<file path="config.mk">
export PLATFORM = sky130hd
export DESIGN_NAME = acq_sequencer
export DESIGN_NICKNAME = d
export VERILOG_FILES = /design/src/rtl/acq_pkg.sv /design/src/rtl/acq_ctrl.sv /design/src/rtl/acq_clk_gate.sv /design/src/rtl/acq_rd_port.sv /design/src/rtl/acq_sequencer.sv
export SDC_FILE = /design/constraint.sdc
export NUM_CORES = 1
export LEC_CHECK = 0
export BUFFER_PORTS_ARGS = -buffer_cell sky130_fd_sc_hd__buf_4
export CAP_MARGIN = 20
export CORE_MARGIN = 8
export CORE_UTILIZATION = 40
export DETAILED_ROUTE_END_ITERATION = 6
export PLACE_DENSITY = 0.94
export SLEW_MARGIN = 20
export SYNTH_ARGS = -nofsm -noshare
export SYNTH_HDL_FRONTEND = slang
export SYNTH_SLANG_ARGS = --single-unit
</file>
<file path="constraint.sdc">
create_clock -name clk -period 4.88 [get_ports clk]
set_input_delay 1.464 -clock clk [delete_from_list [all_inputs] [get_ports clk]]
set_output_delay 1.464 -clock clk [all_outputs]
set_load 0.01 [all_outputs]
</file>
<file path="src/rtl/acq_pkg.sv">
package acq_pkg;
    typedef enum logic [1:0] {
        ST_IDLE    = 2'd0,
        ST_SAMPLE  = 2'd1,
        ST_READOUT = 2'd2,
        ST_RESET   = 2'd3
    } acq_state_e;
endpackage

</file>
<file path="src/rtl/acq_ctrl.sv">
module acq_ctrl
    import acq_pkg::*;
#(
    parameter int LAT     = 4,
    parameter int RST_CYC = 2
) (
    input  logic       clk,
    input  logic       rst_n,
    input  logic       enc_en_i,
    input  logic       wr_en_i,
    input  logic       af_n_i,
    input  logic       rst_req_i,
    output logic       enc_gate_o,
    output logic       wr_gate_o,
    output logic       irq_o,
    output logic       fifo_rst_n_o,
    output acq_state_e state_o
);
    localparam int LCW = $clog2(LAT + 1);
    localparam int RCW = $clog2(RST_CYC + 1);

    typedef struct packed {
        acq_state_e     st;
        logic           enc_gate;
        logic           wr_gate;
        logic [LCW-1:0] lat_cnt;
        logic [RCW-1:0] rst_cnt;
        logic           af_prev;
        logic           irq;
        logic           fifo_rst_n;
    } regs_t;

    regs_t r_d, r_q;
    logic  af_fall;

    always_comb begin
        r_d         = r_q;
        r_d.irq     = 1'b0;
        r_d.af_prev = af_n_i;
        af_fall     = r_q.af_prev & ~af_n_i;
        case (r_q.st)
            ST_IDLE: begin
                if (rst_req_i) begin
                    r_d.st      = ST_RESET;
                    r_d.rst_cnt = RCW'(RST_CYC - 1);
                end else if (enc_en_i) begin
                    r_d.st      = ST_SAMPLE;
                    r_d.lat_cnt = '0;
                end
            end
            ST_SAMPLE: begin
                if (af_fall) begin
                    r_d.st  = ST_READOUT;
                    r_d.irq = 1'b1;
                end else if (!enc_en_i) begin
                    r_d.st = ST_IDLE;
                end else if (r_q.lat_cnt != LCW'(LAT)) begin
                    r_d.lat_cnt = r_q.lat_cnt + 1'b1;
                end
            end
            ST_READOUT: begin
                if (rst_req_i) begin
                    r_d.st      = ST_RESET;
                    r_d.rst_cnt = RCW'(RST_CYC - 1);
                end
            end
            default: begin
                if (r_q.rst_cnt == '0) r_d.st = ST_IDLE;
                else                   r_d.rst_cnt = r_q.rst_cnt - 1'b1;
            end
        endcase
        r_d.enc_gate   = (r_d.st == ST_SAMPLE);
        r_d.wr_gate    = (r_d.st == ST_SAMPLE) && (r_q.st == ST_SAMPLE) && wr_en_i
                         && (32'(r_q.lat_cnt) >= LAT - 1);
        r_d.fifo_rst_n = (r_d.st != ST_RESET);
    end

    always_ff @(posedge clk or negedge rst_n) begin
        if (!rst_n) begin
            r_q.st         <= ST_IDLE;
            r_q.enc_gate   <= 1'b0;
            r_q.wr_gate    <= 1'b0;
            r_q.lat_cnt    <= '0;
            r_q.rst_cnt    <= '0;
            r_q.af_prev    <= 1'b1;
            r_q.irq        <= 1'b0;
            r_q.fifo_rst_n <= 1'b1;
        end else begin
            r_q <= r_d;
        end
    end

    assign enc_gate_o   = r_q.enc_gate;
    assign wr_gate_o    = r_q.wr_gate;
    assign irq_o        = r_q.irq;
    assign fifo_rst_n_o = r_q.fifo_rst_n;
    assign state_o      = r_q.st;
endmodule

</file>
<file path="src/rtl/acq_clk_gate.sv">
module acq_clk_gate #(
    parameter int N = 2
) (
    input  logic         clk,
    input  logic         rst_n,
    input  logic [N-1:0] en_i,
    output logic [N-1:0] gclk_o
);
    logic [N-1:0] en_lo_d, en_lo_q;

    always_comb en_lo_d = en_i;

    for (genvar i = 0; i < N; i++) begin : g_gate
        always_ff @(negedge clk or negedge rst_n) begin
            if (!rst_n) en_lo_q[i] <= 1'b0;
            else        en_lo_q[i] <= en_lo_d[i];
        end
        assign gclk_o[i] = clk & en_lo_q[i];
    end
endmodule

</file>
<file path="src/rtl/acq_rd_port.sv">
module acq_rd_port #(
    parameter int NCH    = 2,
    parameter int FIFO_W = 18,
    parameter int DATA_W = 14,
    parameter int BUS_W  = 32
) (
    input  logic                         ce_i,
    input  logic                         re_i,
    input  logic [$clog2(NCH)-1:0]       sel_i,
    input  logic [NCH-1:0][FIFO_W-1:0]   fifo_d_i,
    output logic [NCH-1:0]               rd_clk_o,
    output logic [BUS_W-1:0]             bus_o
);
    logic strobe;
    assign strobe = ce_i & re_i;

    for (genvar c = 0; c < NCH; c++) begin : g_rd
        assign rd_clk_o[c] = strobe && (32'(sel_i) == c);
    end

    always_comb begin
        bus_o               = '0;
        bus_o[DATA_W-1:0]   = fifo_d_i[sel_i][DATA_W-1:0];
    end
endmodule

</file>
<file path="src/rtl/acq_sequencer.sv">
module acq_sequencer
    import acq_pkg::*;
#(
    parameter int LAT     = 4,
    parameter int RST_CYC = 2,
    parameter int FIFO_W  = 18,
    parameter int DATA_W  = 14,
    parameter int BUS_W   = 32
) (
    input  logic              clk,
    input  logic              rst_n,
    input  logic              enc_en_i,
    input  logic              wr_en_i,
    input  logic              af_n_i,
    input  logic              rst_req_i,
    input  logic              ce_i,
    input  logic              re_i,
    input  logic              chan_sel_i,
    input  logic [FIFO_W-1:0] fifo_sum_d_i,
    input  logic [FIFO_W-1:0] fifo_dif_d_i,
    output logic              enc_clk_o,
    output logic              wr_clk_o,
    output logic              irq_o,
    output logic              fifo_rst_n_o,
    output logic [1:0]        rd_clk_o,
    output logic [BUS_W-1:0]  host_data_o,
    output logic [1:0]        state_o
);
    logic       enc_gate, wr_gate;
    acq_state_e st;
    logic [1:0] gclk;

    acq_ctrl #(.LAT(LAT), .RST_CYC(RST_CYC)) u_ctrl (
        .clk(clk), .rst_n(rst_n),
        .enc_en_i(enc_en_i), .wr_en_i(wr_en_i),
        .af_n_i(af_n_i), .rst_req_i(rst_req_i),
        .enc_gate_o(enc_gate), .wr_gate_o(wr_gate),
        .irq_o(irq_o), .fifo_rst_n_o(fifo_rst_n_o),
        .state_o(st)
    );

    acq_clk_gate #(.N(2)) u_gate (
        .clk(clk), .rst_n(rst_n),
        .en_i({wr_gate, enc_gate}),
        .gclk_o(gclk)
    );

    acq_rd_port #(.NCH(2), .FIFO_W(FIFO_W), .DATA_W(DATA_W), .BUS_W(BUS_W)) u_rd (
        .ce_i(ce_i), .re_i(re_i), .sel_i(chan_sel_i),
        .fifo_d_i({fifo_dif_d_i, fifo_sum_d_i}),
        .rd_clk_o(rd_clk_o),
        .bus_o(host_data_o)
    );

    assign enc_clk_o = gclk[0];
    assign wr_clk_o  = gclk[1];
    assign state_o   = st;
endmodule

</file>
---- Yosys cells after proc, flatten, opt, wreduce, memory -nomap -nowiden ----
Cells that the tools add are included.
storage, ports and cells
  bits in registers ....................... 14
  output and inout bits ................... 40
operators by class
  add/subtract/negate cells ............... 2
  magnitude comparators ................... 2
  equality and inequality tests ........... 12
  mux-type cells .......................... 20
  bitwise operators ....................... 7
  reductions and logical operators ........ 11
operator list
  kind                 count
  $mux 14              2
  $mux 2               8
  $mux 3               5
  $ne 2x2->1 const B   6
  $pmux 2 s3           1
  $pmux 3 s2           1
  $reduce_and 6->1     1
  $logic_and 1x1->1    5
  $and 1x1->1          4
  $eq 2x1->1 const B   2
  $logic_not 2->1      2
  $ne 2x1->1 const B   2
  $pmux 2 s2           1
  $add 3x1->3 const B  1
  $ge 3x2->1 const B   1
  $ne 3x3->1 const B   1
  $not 1->1            3
  $reduce_and 3->1     1
  $eq 2x2->1 const B   1
  $lt 1x2->1 const B   1
  $mux 1               2
  $reduce_bool 2->1    1
  $reduce_or 2->1      1
  $sub 2x1->2 const B  1

---- Longest topological paths before layout ----
  word-level depth ........................ 8
  mapped depth ............................ 5
  gate-level depth less buffers ........... 5

---- Modules after synthesis ----
From an unflattened synthesis, not the netlist that was laid out.
second synthesis, totals
  cell total of the unflattened synthesis .. 98
  area total of the unflattened synthesis .. 1056.0 µm²
by module, submodules not included
  module        times used  cells an instance  area an instance (µm²)
  acq_ctrl      1           57                 618.1
  acq_rd_port   1           37                 375.4
  acq_clk_gate  1           4                  62.6

==> out/metrics.sh <==
ROUTED-VIA-COUNT=918
CP_NUM_BUF_INV=1
DRV_CAP=0
MOST_COMMON_CELL_IN_THE_NETLIST='sky130_fd_sc_hd__buf_4'
HALF_PERIMETER_WIRE_LENGTH_AFTER_PLACEMENT_UM=2530
ROUTE.FINAL.WIRE_LENGTH_UM=2950
MET3_LENGTH_UM=458
SYN_AREA_PER_CELL_UM2=10.2
TRITONCTS='done'
CRIT_ARRIVAL_PS=3490
FINAL_ANTENNA_NET_COUNT=0
FINALHOLDVIOLATIONS=0
PORT-BUFFER-COUNT=58
MAXSLEWVIOLCOUNT=0
SYNTH.LARGEST_AREA_CELL='sky130_fd_sc_hd__dfrtp_1'
CLK_PIN_SLEW_PS=80
POWERDENSITY_nW_PER_UM2=396
WORSTPATHREQUIRED_PS=3420
SYNTHCELLS=98
FINISH.NET_COUNT=208
LARGEST_NET_DEGREE_AT_THE_START_OF_GLOBAL_ROUTING=17
RSZ0062_AT_GRT='true'
TOP_CELLS_BY_INSTANCE_COUNT_AFTER_SYNTHESIS='sky130_fd_sc_hd__buf_4, sky130_fd_sc_hd__mux2_2, sky130_fd_sc_hd__dfrtp_1'
TRACK_USAGE_PCT=14.3
SYNTH_SEQ_CELLS=14
VDD_IR_DROP_MAX_mV=0.206
DRT-WIRELENGTH-PER-CELL_UM=15.6
GRT_FIRST_PASS_WIRELENGTH_UM=4730
REG2REG_SETUP_SLACK_PS=1920
ASYNC_RESET_FF_SHARE_PCT=100
NUMBER_OF_GLOBAL_ROUTE_VIAS_BEFORE_REPAIR=1088
CRIT_PATH_MAX_INCR_DELAY_PS=410
POST-ROUTE-DRC-COUNT=0
SYNTH_AREA_UM2=1000
ROUTABILITY_CONGESTION_ESTIMATE=0.776
RR_WORST_DEPTH=0
YOSYS_MOST_USED_DFF='sky130_fd_sc_hd__dfrtp_1'
TIMING.RR.END='u_gate.en_lo_q[1]$_DFF_NN0_'
WORST-SETUP-PATH-TYPE='flop to output pin'
AREA_DELTA_SYNTH_FINAL_PCT=45.3
YOSYS.AREA.TOP_TYPE_SHARE_PCT=24.9
CRITPATHMAXFANOUT=1
CP_MAX_STAGE_CELL='sky130_fd_sc_hd__dfrtn_1'
INITIAL_CORE_UTIL_PCT=41.3
PLACEMENTROWS=18
POWER_LEAKAGE_nW=0.781
CRIT_FAMILY='flip-flops'
DETAIL_ROUTE.ITER0.VIOLATIONS=34
ANTENNA_FOUND_INITIAL=0
DETAIL_ROUTE.FIRST_PASS.ITERATIONS=6
CLKLATENCYLATEPIN_PS=410
PLACEABLECOREAREA_UM2=2430
TIMING.HOLD.WORST.CLASS='flop to flop'
DIE_AREA_UM2=4370
FINAL-SETUP-VIOL-COUNT=4
WORSTSETUPENDPOINTTYPE='output pin'
YOSYS_WARNINGS=0
PLACE_WS_PS=375
DR.MAX_LAYER_USED='met4'
ROUTEDLENGTHMET1_UM=949
STATUS='finished, violations left'
ROUTE.DETAILED.VIAS_PER_INST=4.86
WHS_ENDPOINT='u_ctrl.r_q[4]$_DFFE_PN0P_'
SYNTH-EDFF-COUNT=0
DRIVE_ABOVE_1_SHARE_PCT=54.7
HOLDBUFCOUNTCTS=0
FILL_CELLS=195
WORSTHOLDPATHCELLS=1
POST-CTS-SETUP-BUFFER-COUNT=0
R2R-START='u_ctrl.wr_gate_o$_DFF_PN0_'
CRIT_PATH_CELL_TRACE='and2_4, buf_6'
WORST_HOLD_STARTPOINT='u_ctrl.r_q[4]$_DFFE_PN0P_'
WORST_CLOCK_SKEW_PS=11.8
GRT_OVERFLOW=0
FLOORPLAN.DIE.HEIGHT_UM=66.1
YS_SEQ_AREA_SHARE_PCT=35.2
N_ANTENNA_CELL=0
TOTAL_POWER_mW=0.578
VIOLATED_CHECKS='setup timing'
FIN_HOLD_WS_PS=517
STARTPOINT_TYPE='flop'
DIEWIDTH_UM=66.1
IOS=85
YOSYSUNIQUECELLTYPES=32
POST-ROUTE-WORST-SETUP-SLACK_PS=-70.6
WL_MET2_UM=1480
SYNTH_TOP_CELLS_BY_AREA='sky130_fd_sc_hd__dfrtp_1, sky130_fd_sc_hd__mux2_2, sky130_fd_sc_hd__buf_4'
-- per-layer routing --
layer,global-route usage [%],up-vias
li1,-,420
met1,11.9,419
met2,23.4,72
met3,10.2,7
met4,9.87,0
met5,0,-
-- flip-flops by register name, indices dropped and copies added, names as in the netlist --
signal and count:
u_ctrl.wr_gate_o 1, u_gate.en_lo_q 2, u_ctrl.enc_gate_o 1, u_ctrl.fifo_rst_n_o 1, u_ctrl.irq_o 1, u_ctrl.state_o 2
u_ctrl.r_q 6
-- cells by family after synthesis --
kind of cell	count (synthesis)	synth area share, %
buffers and inverters	30	19.1
AO/OA/AOI/OAI	13	9.35
flip-flops	14	35.2
XOR/XNOR	1	0.873
adder cells (fa/ha/maj)	4	4.99
other	1	0.374
AND/OR/NAND/NOR	20	13.5
multiplexers	15	16.7
-- how the worst max path moves through the flow --
stage                                            from   endpoint  depth (start not counted)
final                     u_gate.en_lo_q[0]$_DFF_NN0_  enc_clk_o                          2
after global routing      u_gate.en_lo_q[0]$_DFF_NN0_  enc_clk_o                          2
after CTS                 u_gate.en_lo_q[0]$_DFF_NN0_  enc_clk_o                          2
after detailed placement  u_gate.en_lo_q[0]$_DFF_NN0_  enc_clk_o                          2
after global placement    u_gate.en_lo_q[1]$_DFF_NN0_   wr_clk_o                          2
after floorplan           u_gate.en_lo_q[1]$_DFF_NN0_   wr_clk_o                          1
-- power by group --
part | switching [mW] | internal [mW] | total, mW
combinational | 0.110 | 0.124 | 0.233
sequential | 0.0418 | 0.156 | 0.198
clock | 0.0558 | 0.0906 | 0.146
total | 0.207 | 0.370 | 0.578
-- layout make-up --
class,instances,area [um2],share of cell area (%)
Inverter,7,26.3,1.80
Timing Repair Buffer,56,420,28.8
Tap cell,30,37.5,2.58
Multi-Input combinational cell,71,528,36.2
Sequential cell,14,353,24.2
Clock buffer,11,92.6,6.35
-- timing repair --
action | CTS | global route
endpoints found under the setup margin | 4 | 4
pin swaps | 2 | 1
hold endpoints to repair | 0 | 0
resized for setup | 4 | 0
-- stage by stage --
stage / cells / util (%) / setup TNS (ps) / cell area, um2
floorplan: 115 / - / 0 / 1070
global placement: 180 / 56.5 / 0 / 1380
detailed placement: 180 / 56.5 / 0 / 1380
CTS: 189 / 59.9 / -173 / 1460
global route: 189 / 59.9 / -196 / 1460
finish: 189 / 59.9 / -140 / 1460
-- cell usage in the layout, fill, tap and decap left out, types with 2 or more instances in the layout --
| cell | synthesis | final |
|---|---|---|
| sky130_fd_sc_hd__nand2_1 | 3 | 3 |
| sky130_fd_sc_hd__a21oi_1 | 4 | 4 |
| sky130_fd_sc_hd__a211o_1 | 2 | 2 |
| sky130_fd_sc_hd__nor4b_1 | 2 | 2 |
| sky130_fd_sc_hd__nor3_1 | 2 | 2 |
| sky130_fd_sc_hd__and3_1 | 2 | 2 |
| sky130_fd_sc_hd__buf_4 | 20 | 56 |
| sky130_fd_sc_hd__clkbuf_4 | 0 | 7 |
| sky130_fd_sc_hd__nor2_1 | 3 | 3 |
| sky130_fd_sc_hd__dfstp_2 | 2 | 2 |
| sky130_fd_sc_hd__mux2_2 | 14 | 14 |
| sky130_fd_sc_hd__inv_1 | 7 | 7 |
| sky130_fd_sc_hd__dfrtp_1 | 10 | 10 |
| sky130_fd_sc_hd__dfrtn_1 | 2 | 2 |
| sky130_fd_sc_hd__conb_1 | 1 | 18 |
| sky130_fd_sc_hd__buf_6 | 0 | 2 |
| sky130_fd_sc_hd__and2_4 | 0 | 2 |
| sky130_fd_sc_hd__ha_1 | 4 | 4 |
Note: power is estimated with default switching activity, not from simulation.
